===== src/rtl/fpcls_pkg.sv =====
package fpcls_pkg;

   // instruction field positions
   localparam int unsigned TOP_W    = 2;
   localparam int unsigned TOP_LSB  = 30;
   localparam int unsigned RD_W     = 5;
   localparam int unsigned RD_LSB   = 25;
   localparam int unsigned OP3_W    = 6;
   localparam int unsigned OP3_LSB  = 19;
   localparam int unsigned RS1_W    = 5;
   localparam int unsigned RS1_LSB  = 14;
   localparam int unsigned IBIT_POS = 13;
   localparam int unsigned OPC_W    = 6;
   localparam int unsigned OPC_LSB  = 7;
   localparam int unsigned PREC_W   = 2;
   localparam int unsigned PREC_LSB = 5;

   // class bit indices
   localparam int unsigned CLS_N   = 7;
   localparam int unsigned C_FPOP  = 0;
   localparam int unsigned C_CCMOV = 1;
   localparam int unsigned C_RCMOV = 2;
   localparam int unsigned C_FMA   = 3;
   localparam int unsigned C_GFX   = 4;
   localparam int unsigned C_INTS  = 5;
   localparam int unsigned C_OTHER = 6;

   localparam logic [TOP_W-1:0] TOP_ARITH = 2'd2;
   localparam logic [TOP_W-1:0] TOP_BRCH  = 2'd0;
   localparam logic [TOP_W-1:0] TOP_MEM   = 2'd3;

   localparam logic [OP3_W-1:0] OP3_OPA    = 6'h34;
   localparam logic [OP3_W-1:0] OP3_OPB    = 6'h35;
   localparam logic [OP3_W-1:0] OP3_GFX    = 6'h36;
   localparam logic [OP3_W-1:0] OP3_FMA    = 6'h37;
   localparam logic [OP3_W-1:0] OP3_STRD   = 6'h28;
   localparam logic [OP3_W-1:0] OP3_STWR   = 6'h30;
   localparam logic [OP3_W-1:0] OP3_IMOVF  = 6'h2C;
   localparam logic [OP3_W-1:0] MEM_MASK   = 6'h38;
   localparam logic [OP3_W-1:0] MEM_MATCH  = 6'h20;
   localparam logic [RS1_W-1:0] STAT_SEL   = 5'h13;
   localparam logic [2:0]       BR_PREDICT = 3'd5;
   localparam logic [2:0]       BR_PLAIN   = 3'd6;

   localparam logic [OPC_W-1:0] OPC_S2D_MUL = 6'h1A;
   localparam logic [OPC_W-1:0] OPC_D2Q_MUL = 6'h1B;

   localparam int unsigned N_KNOWN = 20;
   localparam logic [OPC_W-1:0] KNOWN_OPC [N_KNOWN] = '{
      6'h00, 6'h01, 6'h02, 6'h0A, 6'h10, 6'h11, 6'h12, 6'h13, 6'h14, 6'h15,
      6'h1A, 6'h1B, 6'h20, 6'h21, 6'h22, 6'h23, 6'h31, 6'h32, 6'h33, 6'h34};

   localparam int unsigned N_CONV = 6;
   localparam logic [OPC_W-1:0] CONV_OPC [N_CONV] = '{
      6'h21, 6'h22, 6'h23, 6'h31, 6'h32, 6'h33};

   typedef struct packed {
      logic [TOP_W-1:0]  top;
      logic [RD_W-1:0]   rd;
      logic [OP3_W-1:0]  op3;
      logic [RS1_W-1:0]  rs1;
      logic              ibit;
      logic [OPC_W-1:0]  opc;
      logic [PREC_W-1:0] prec;
   } fields_t;

   localparam logic [CLS_N-1:0] CLS_RST = CLS_N'(1) << C_OTHER;

endpackage


===== src/rtl/fpcls_fields.sv =====
module fpcls_fields
   import fpcls_pkg::*;
#(
   parameter int unsigned INSN_W = 32
) (
   input  logic [INSN_W-1:0] insn_i,
   output fields_t           fld_o
);

   if (INSN_W != TOP_LSB + TOP_W) begin : g_bad_width
      $error("fpcls_fields: INSN_W must equal %0d", TOP_LSB + TOP_W);
   end

   assign fld_o.top  = insn_i[TOP_LSB  +: TOP_W];
   assign fld_o.rd   = insn_i[RD_LSB   +: RD_W];
   assign fld_o.op3  = insn_i[OP3_LSB  +: OP3_W];
   assign fld_o.rs1  = insn_i[RS1_LSB  +: RS1_W];
   assign fld_o.ibit = insn_i[IBIT_POS];
   assign fld_o.opc  = insn_i[OPC_LSB  +: OPC_W];
   assign fld_o.prec = insn_i[PREC_LSB +: PREC_W];

   // register-source bits take no part in the class decision
   logic unused_low;
   assign unused_low = ^insn_i[PREC_LSB-1:0];

endmodule


===== src/rtl/fpcls_classify.sv =====
module fpcls_classify
   import fpcls_pkg::*;
(
   input  fields_t          fld_i,
   output logic [CLS_N-1:0] cls_o
);

   logic arith, fp_grp, in_opb;
   logic ints_rd, ints_wr, ints_mov, ints_br, ints_mem, ints_any;

   assign arith   = (fld_i.top == TOP_ARITH);
   assign fp_grp  = arith && ((fld_i.op3 == OP3_OPA) || (fld_i.op3 == OP3_OPB));
   assign in_opb  = (fld_i.op3 == OP3_OPB);

   // integer-side instructions an emulation loop may step through
   assign ints_rd  = arith && (fld_i.op3 == OP3_STRD) && (fld_i.rs1 == STAT_SEL);
   assign ints_wr  = arith && (fld_i.op3 == OP3_STWR) && (fld_i.rd == STAT_SEL);
   assign ints_mov = arith && (fld_i.op3 == OP3_IMOVF) && !fld_i.rs1[RS1_W-1];
   assign ints_br  = (fld_i.top == TOP_BRCH) &&
                     ((fld_i.op3[OP3_W-1 -: 3] == BR_PREDICT) ||
                      (fld_i.op3[OP3_W-1 -: 3] == BR_PLAIN));
   assign ints_mem = (fld_i.top == TOP_MEM) && ((fld_i.op3 & MEM_MASK) == MEM_MATCH);
   assign ints_any = ints_rd | ints_wr | ints_mov | ints_br | ints_mem;

   always_comb begin
      cls_o = '0;
      if (fp_grp) begin
         if (in_opb && (fld_i.opc[3:0] == 4'd0))
            cls_o[C_CCMOV] = 1'b1;
         else if (in_opb && (fld_i.opc[2:0] == 3'd1))
            cls_o[C_RCMOV] = 1'b1;
         else
            cls_o[C_FPOP] = 1'b1;
      end else if (arith && (fld_i.op3 == OP3_FMA)) begin
         cls_o[C_FMA] = 1'b1;
      end else if (arith && (fld_i.op3 == OP3_GFX)) begin
         cls_o[C_GFX] = 1'b1;
      end else if (ints_any) begin
         cls_o[C_INTS] = 1'b1;
      end else begin
         cls_o[C_OTHER] = 1'b1;
      end
   end

   logic unused_cls_fld;
   assign unused_cls_fld = ^{fld_i.ibit, fld_i.opc[OPC_W-1:4], fld_i.prec};

endmodule


===== src/rtl/fpcls_opchk.sv =====
module fpcls_opchk
   import fpcls_pkg::*;
(
   input  fields_t          fld_i,
   input  logic [CLS_N-1:0] cls_i,
   output logic             unimpl_o
);

   logic [N_KNOWN-1:0] hit_known;
   logic [N_CONV-1:0]  hit_conv;

   for (genvar gi = 0; gi < N_KNOWN; gi++) begin : g_known
      assign hit_known[gi] = (fld_i.opc == KNOWN_OPC[gi]);
   end

   for (genvar gj = 0; gj < N_CONV; gj++) begin : g_conv
      assign hit_conv[gj] = (fld_i.opc == CONV_OPC[gj]);
   end

   logic prec_zero, bad_prec0, bad_s2d, bad_d2q;

   assign prec_zero = (fld_i.prec == '0);
   assign bad_prec0 = prec_zero && !(|hit_conv);
   assign bad_s2d   = (fld_i.opc == OPC_S2D_MUL) && (fld_i.prec != PREC_W'(1));
   assign bad_d2q   = (fld_i.opc == OPC_D2Q_MUL) && (fld_i.prec != PREC_W'(2));

   always_comb begin
      unimpl_o = 1'b0;
      if (cls_i[C_CCMOV] || cls_i[C_RCMOV])
         unimpl_o = prec_zero;
      else if (cls_i[C_FPOP])
         unimpl_o = fld_i.ibit | bad_prec0 | bad_s2d | bad_d2q | !(|hit_known);
   end

   logic unused_chk;
   assign unused_chk = ^{fld_i.top, fld_i.rd, fld_i.op3, fld_i.rs1, cls_i[CLS_N-1:C_FMA]};

endmodule


===== src/rtl/fpcls_decode.sv =====
module fpcls_decode
   import fpcls_pkg::*;
#(
   parameter int unsigned INSN_W  = 32,
   parameter bit          OUT_REG = 1'b1
) (
   input  logic              clk,
   input  logic              rst_n,
   input  logic [INSN_W-1:0] insn_i,
   output logic [CLS_N-1:0]  cls_o,
   output logic              unimpl_o,
   output logic [PREC_W-1:0] prec_o
);

   if (INSN_W != 32) begin : g_bad_insn_w
      $error("fpcls_decode: INSN_W must be 32");
   end

   fields_t           fld;
   logic [CLS_N-1:0]  cls_c;
   logic              unimpl_c;
   logic [PREC_W-1:0] prec_c;

   fpcls_fields #(.INSN_W(INSN_W)) u_fields (
      .insn_i (insn_i),
      .fld_o  (fld)
   );

   fpcls_classify u_classify (
      .fld_i (fld),
      .cls_o (cls_c)
   );

   fpcls_opchk u_opchk (
      .fld_i    (fld),
      .cls_i    (cls_c),
      .unimpl_o (unimpl_c)
   );

   logic keep_prec;
   assign keep_prec = cls_c[C_FPOP] | cls_c[C_CCMOV] | cls_c[C_RCMOV] | cls_c[C_FMA];
   assign prec_c    = keep_prec ? fld.prec : '0;

   if (OUT_REG) begin : g_reg
      always_ff @(posedge clk) begin
         if (!rst_n) begin
            cls_o    <= CLS_RST;
            unimpl_o <= 1'b0;
            prec_o   <= '0;
         end else begin
            cls_o    <= cls_c;
            unimpl_o <= unimpl_c;
            prec_o   <= prec_c;
         end
      end

      // set once an edge out of reset has loaded real decode results
      logic hist_q;
      always_ff @(posedge clk) begin
         if (!rst_n) hist_q <= 1'b0;
         else        hist_q <= 1'b1;
      end

      p_fma_route_r2: assert property (@(posedge clk) disable iff (!rst_n)
         hist_q && $past(insn_i[TOP_LSB +: TOP_W] == TOP_ARITH &&
                         insn_i[OP3_LSB +: OP3_W] == OP3_FMA)
         |-> cls_o[C_FMA] && !unimpl_o)
         else $error("fused multiply-add word not routed one edge later");

      p_gfx_route_r2: assert property (@(posedge clk) disable iff (!rst_n)
         hist_q && $past(insn_i[TOP_LSB +: TOP_W] == TOP_ARITH &&
                         insn_i[OP3_LSB +: OP3_W] == OP3_GFX)
         |-> cls_o[C_GFX])
         else $error("graphics word not routed one edge later");

      p_ibit_unimpl_r4: assert property (@(posedge clk) disable iff (!rst_n)
         hist_q && $past(insn_i[TOP_LSB +: TOP_W] == TOP_ARITH &&
                         insn_i[OP3_LSB +: OP3_W] == OP3_OPA &&
                         insn_i[IBIT_POS])
         |-> cls_o[C_FPOP] && unimpl_o)
         else $error("immediate bit on FP-operate not flagged");
   end else begin : g_comb
      assign cls_o    = cls_c;
      assign unimpl_o = unimpl_c;
      assign prec_o   = prec_c;

      logic unused_clk_rst;
      assign unused_clk_rst = clk ^ rst_n;
   end

   p_cls_onehot_r1: assert property (@(posedge clk) disable iff (!rst_n)
      $countones(cls_o) == 1)
      else $error("class output not one-hot");

   p_unimpl_scope_r8: assert property (@(posedge clk) disable iff (!rst_n)
      unimpl_o |-> (cls_o[C_FPOP] | cls_o[C_CCMOV] | cls_o[C_RCMOV]))
      else $error("unimplemented raised outside FP-operate and moves");

   p_prec_zero_r9: assert property (@(posedge clk) disable iff (!rst_n)
      (cls_o[C_GFX] | cls_o[C_INTS] | cls_o[C_OTHER]) |-> (prec_o == '0))
      else $error("precision nonzero for a non-FP class");

endmodule


===== config.mk =====
export PLATFORM = sky130hd
export DESIGN_NAME = fpcls_decode
export DESIGN_NICKNAME = d
export VERILOG_FILES = /design/src/rtl/fpcls_pkg.sv /design/src/rtl/fpcls_fields.sv /design/src/rtl/fpcls_classify.sv /design/src/rtl/fpcls_opchk.sv /design/src/rtl/fpcls_decode.sv
export SDC_FILE = /design/constraint.sdc
export NUM_CORES = 1
export LEC_CHECK = 0
export BUFFER_PORTS_ARGS = -buffer_cell sky130_fd_sc_hd__buf_2
export CAP_MARGIN = 20
export CELL_PAD_IN_SITES_DETAIL_PLACEMENT = 0
export CELL_PAD_IN_SITES_GLOBAL_PLACEMENT = 1
export CORE_MARGIN = 4
export CORE_UTILIZATION = 23
export DETAILED_ROUTE_END_ITERATION = 10
export PLACE_DENSITY_LB_ADDON = 0.1
export SYNTH_ARGS = -nofsm -noshare
export SYNTH_HDL_FRONTEND = slang
export SYNTH_SLANG_ARGS = --single-unit

===== constraint.sdc =====
create_clock -name clk -period 1.1 [get_ports clk]
set_input_delay 0.055 -clock clk [delete_from_list [all_inputs] [get_ports clk]]
set_output_delay 0.055 -clock clk [all_outputs]
set_load 0.02 [all_outputs]

After elaboration in Yosys (flattened, before gate mapping)
Index checks and enable logic that the tools add are counted.
Widths: inputs -> output; s select.
{"block": "classes", "muxes": 15, "n_eq_ne": 36, "bitwise": 12, "n_reduce_logical": 31}
{"operator": "$eq 6x6->1 const B", "n": 15}
{"operator": "$eq 6x5->1 const B", "n": 8}
{"operator": "$reduce_or 20->1", "n": 1}
{"operator": "$logic_and 1x1->1", "n": 16}
{"operator": "$mux 1", "n": 11}
{"operator": "$or 1x1->1", "n": 11}
{"operator": "$eq 5x5->1 const B", "n": 2}
{"operator": "$eq 3x3->1 const B", "n": 3}
{"operator": "$eq 6x1->1 const B", "n": 1}
{"operator": "$eq 6x2->1 const B", "n": 1}
{"operator": "$eq 6x4->1 const B", "n": 1}
{"operator": "$logic_not 6->1", "n": 1}
{"operator": "$mux 3", "n": 2}
{"operator": "$reduce_or 6->1", "n": 1}
{"operator": "$eq 2x2->1 const B", "n": 2}
{"operator": "$logic_not 2->1", "n": 2}
{"operator": "$logic_not 4->1", "n": 1}
{"operator": "$mux 4", "n": 1}
{"operator": "$reduce_or 4->1", "n": 1}
{"operator": "$eq 3x1->1 const B", "n": 1}
{"operator": "$logic_not 1->1", "n": 3}
{"operator": "$logic_or 1x1->1", "n": 3}
{"operator": "$reduce_or 3->1", "n": 1}
{"operator": "$mux 2", "n": 1}
{"operator": "4 further kinds", "n": 4}
{"block": "word_totals", "word_cells": 99, "ff_bits": 10}

Depth between registers and ports, before layout
{"block": "logic_depth", "word_depth": 13, "depth_mapped": 5}

Cells and area by module
Synthesis repeated with hierarchy kept, for this count alone.
{"block": "unflattened", "cells_unflattened": 98, "area_unflattened_um2": 805.8}
{"module": "fpcls_decode", "area_each_um2": 275.3, "instances": 1, "seq_area_each_um2": 200.2, "cells_per_inst": 21}
{"module": "fpcls_fields", "area_each_um2": 202.7, "instances": 1, "seq_area_each_um2": 0.0, "cells_per_inst": 27}
{"module": "fpcls_classify", "area_each_um2": 192.7, "instances": 1, "seq_area_each_um2": 0.0, "cells_per_inst": 30}
{"module": "fpcls_opchk", "area_each_um2": 135.1, "instances": 1, "seq_area_each_um2": 0.0, "cells_per_inst": 20}

Least setup slack after synthesis
OpenSTA, ideal clock, no wires.
{"block": "synth_timing", "kind": "in2reg", "start": "in insn_i[9]", "end": "reg unimpl_o", "path_stages": 4, "arrival_time_ps": 876, "setup_time_ps": 95, "t_required_ps": 1005, "setup_slack_ps": 129, "n_path_buf": 0, "cell_sequence": "nor4bb_1 -> a31oi_1 -> o21a_1 -> a221oi_1"}
{"block": "synth_between", "elab_chain_len": 10}
{"element": "start, declared", "line": "fpcls_decode.sv:9", "source": "input logic [INSN_W-1:0] insn_i,"}
{"element": "$eq 6x6->1", "line": "fpcls_opchk.sv:13, fpcls_opchk.sv:17"}
{"element": "$reduce_or 6->1", "line": "fpcls_opchk.sv:23", "source": "assign bad_prec0 = prec_zero && !(|hit_conv);"}
{"element": "$logic_not 1->1", "line": "fpcls_opchk.sv:23"}
{"element": "$logic_and 1x1->1", "line": "fpcls_opchk.sv:23"}
{"element": "$or 1x1->1 (4 in a row)", "line": "fpcls_opchk.sv:32", "source": "unimpl_o = fld_i.ibit | bad_prec0 | bad_s2d | bad_d2q | !(|hit_known);"}
{"element": "$mux 1", "line": "fpcls_opchk.sv:31", "source": "else if (cls_i[C_FPOP])"}
{"element": "$mux 1 (*)", "line": "fpcls_opchk.sv:29", "source": "if (cls_i[C_CCMOV] || cls_i[C_RCMOV])"}
{"element": "end signal, assigned", "line": "fpcls_decode.sv:52", "source": "unimpl_o <= unimpl_c;"}
{"element": "end, declared", "line": "fpcls_decode.sv:11", "source": "output logic unimpl_o,"}
Mark *: on every way between the ends. The rest lies on a longest branch, timed or not.
A chain may end at the register's enable or synchronous reset.

Worst setup path after layout
Same ends and word-level chain as after synthesis.

==> results.ini <==
[outcome]
status = complete, no violations

[floorplan]
io_pins = 44
die_h_microns = 55.2
die_area_sq_mm = 0.00304
fp.dieW_microns = 55.2
core_area_sq_mm = 0.00204
start_util_pct = 25.1
num_rows = 16

[critical_path]
path_class = input port to register
required_ns = 1.26
crit_path_start_kind = input port
endpoint_kind = register
crit_fanout = 3
arrival_ns = 1.05

[timing]
maxSlewViolCount = 0
period_needed_ns = 0.884
grt_setup_unrepaired = no
worstMarginPinSlew_ns = 0.356
finalCritPeriodShare_pct = 80.3
finalSetupTns_ns = 0
setup_viol_count_final = 0
slew_headroom_pct = 76.2
hold_ws_ns = 0.0739
fmax_mhz = 1130
final_hold_viol_count = 0

[drt]
wl_per_cell_microns = 10.2
firstDrtPassIters = 4
vias_per_cell = 4.61
drc = 0
wl_microns = 1430
vias = 645
drtAntennaViolNets = 0
route.met2.wl_microns = 614
met3_wirelength_microns = 144
drtIter0Drc = 6
top_layer = met4
met1_length_microns = 641

[global_routing]
grt_pass1_vias = 583
grt_overflow_total = 0
antenna_found_initial = 0
grtUsageTotal_pct = 11.1
grt_max_degree = 8
grt_pass1_wl_microns = 2350

[yosys]
synth-seq-cells = 10
synthArstFlopShare_pct = 0
avgSynthCellArea_sq_um = 8.25
ys_seq_area_share_pct = 39.1
synthFlopType = dfxtp_1
ys_types = 27
synthCells = 62
syn_nets = 96
ys_top_cells_by_area = dfxtp_1 39%, nor2_1 5.1%, and3_1 4.9%
yosys.area.top_type = dfxtp_1
synth_top_area_share_pct = 39.1
synth.cells.most_frequent = 10 x dfxtp_1, 7 x nor2_1, 5 x inv_1
synth.most_common_cell = dfxtp_1
synth_area_sq_um = 512
yosysWarnings = 0
synth_edf_count = 0

[clock_network]
clock_path_buffers = 2
cts.sinks = 10
cts_hold_buf = 0
clkTransAtPathRegs_ns = 0.06
tritoncts = yes
cts_resized = 0
cts_root_buf = clkbuf_4
cts_max_level = 1
numCtsBuffers = 3
cts_setup_buffers = 0

[power_and_ir_drop]
p_total_w = 0.000837
vdd_drop_max_mv = 0.569
p_leak_nw = 0.432
p_per_area_mw_per_mm2 = 990

[layout]
fin_util_pct = 41.4
fillerInstances = 222
diodes = 0
nets = 148
drive_above_1_share_pct = 46.9
stdcell_count = 140
area_growth_pct = 65.3

[placed_design]
io_buffers = 38
gp_congestion = 0.816
dp_hpwl_microns = 1250
dp_cells = 136

[min_path]
worst_hold_path_type = input port to register
min_path_cells = 2

[flow_run]
max_cap_violations = 0

-- through the flow --
step | setup WS (ns) | area (sq um)
4_1_cts | 0.173 | 840
2_1_floorplan | 0.129 | 512
3_3_place_gp | -0.0893 | 803
5_1_grt | 0.0574 | 846
6_report | 0.216 | 846
3_5_place_dp | -0.0910 | 803
-- flip-flops by register name, indices dropped and copies added (netlist names) --
| signal | count |
|---|---|
| prec_o | 2 |
| cls_o | 7 |
| unimpl_o | 1 |
-- cells by family (layout without fill, tap and decap cells) --
kind of cell           count (synthesis)  in the layout  synth area share, %
AO/OA/AOI/OAI                         14             14                 20.3
XOR/XNOR                               1              1                 1.71
flip-flops                            10             10                 39.1
buffers and inverters                  5             56                 3.67
AND/OR/NAND/NOR                       32             32                 35.2
-- worst max-delay path: stages --
cell and delay, ns:
buf_2 0.12, nor4bb_2 0.33, a31oi_1 0.12, o21a_1 0.17, a221oi_1 0.24
-- cells in the final DEF, fill, tap and decap left out, types with 2 or more instances in the layout --
cell	synthesis	routed
nand2b_1	3	3
nor4_1	2	2
dfxtp_1	10	10
and3_1	4	4
o22ai_1	2	2
nand3_1	2	2
nand2_1	3	3
nor2_1	7	7
nor2b_1	2	2
buf_2	0	38
a31oi_1	3	3
nor3_1	3	3
buf_4	0	9
inv_1	5	5
clkbuf_4	0	3
-- path summary, 6_finish.rpt --
path                    from        to  slack [ns]
setup / recovery   insn_i[9]  unimpl_o        0.22
hold / removal    insn_i[10]  cls_o[1]        0.07
-- power by group --
| group | switching (W) | total, W | internal, W |
|---|---|---|---|
| sequential | 0.000000489 | 0.000365 | 0.000365 |
| clock | 0.000109 | 0.000309 | 0.000200 |
| combinational | 0.0000751 | 0.000162 | 0.0000873 |
-- layout make-up --
class	count	area (sq um)	area share, %
multi-input cells	47	299	35.4
repair buffers	47	258	30.5
flip-flops and latches	10	200	23.7
clock buffers	4	36.3	4.29
well taps	27	33.8	3.99
inverters	5	18.8	2.22
-- routing by layer --
| layer | up-vias | global-route usage (%) |
|---|---|---|
| met1 | 274 | 15.0 |
| met2 | 30 | 15.2 |
| met3 | 2 | 2.14 |
| met5 | - | 0 |
| met4 | 0 | 8.50 |
| li1 | 339 | - |
No activity file was read; power rests on OpenSTA's default activity.
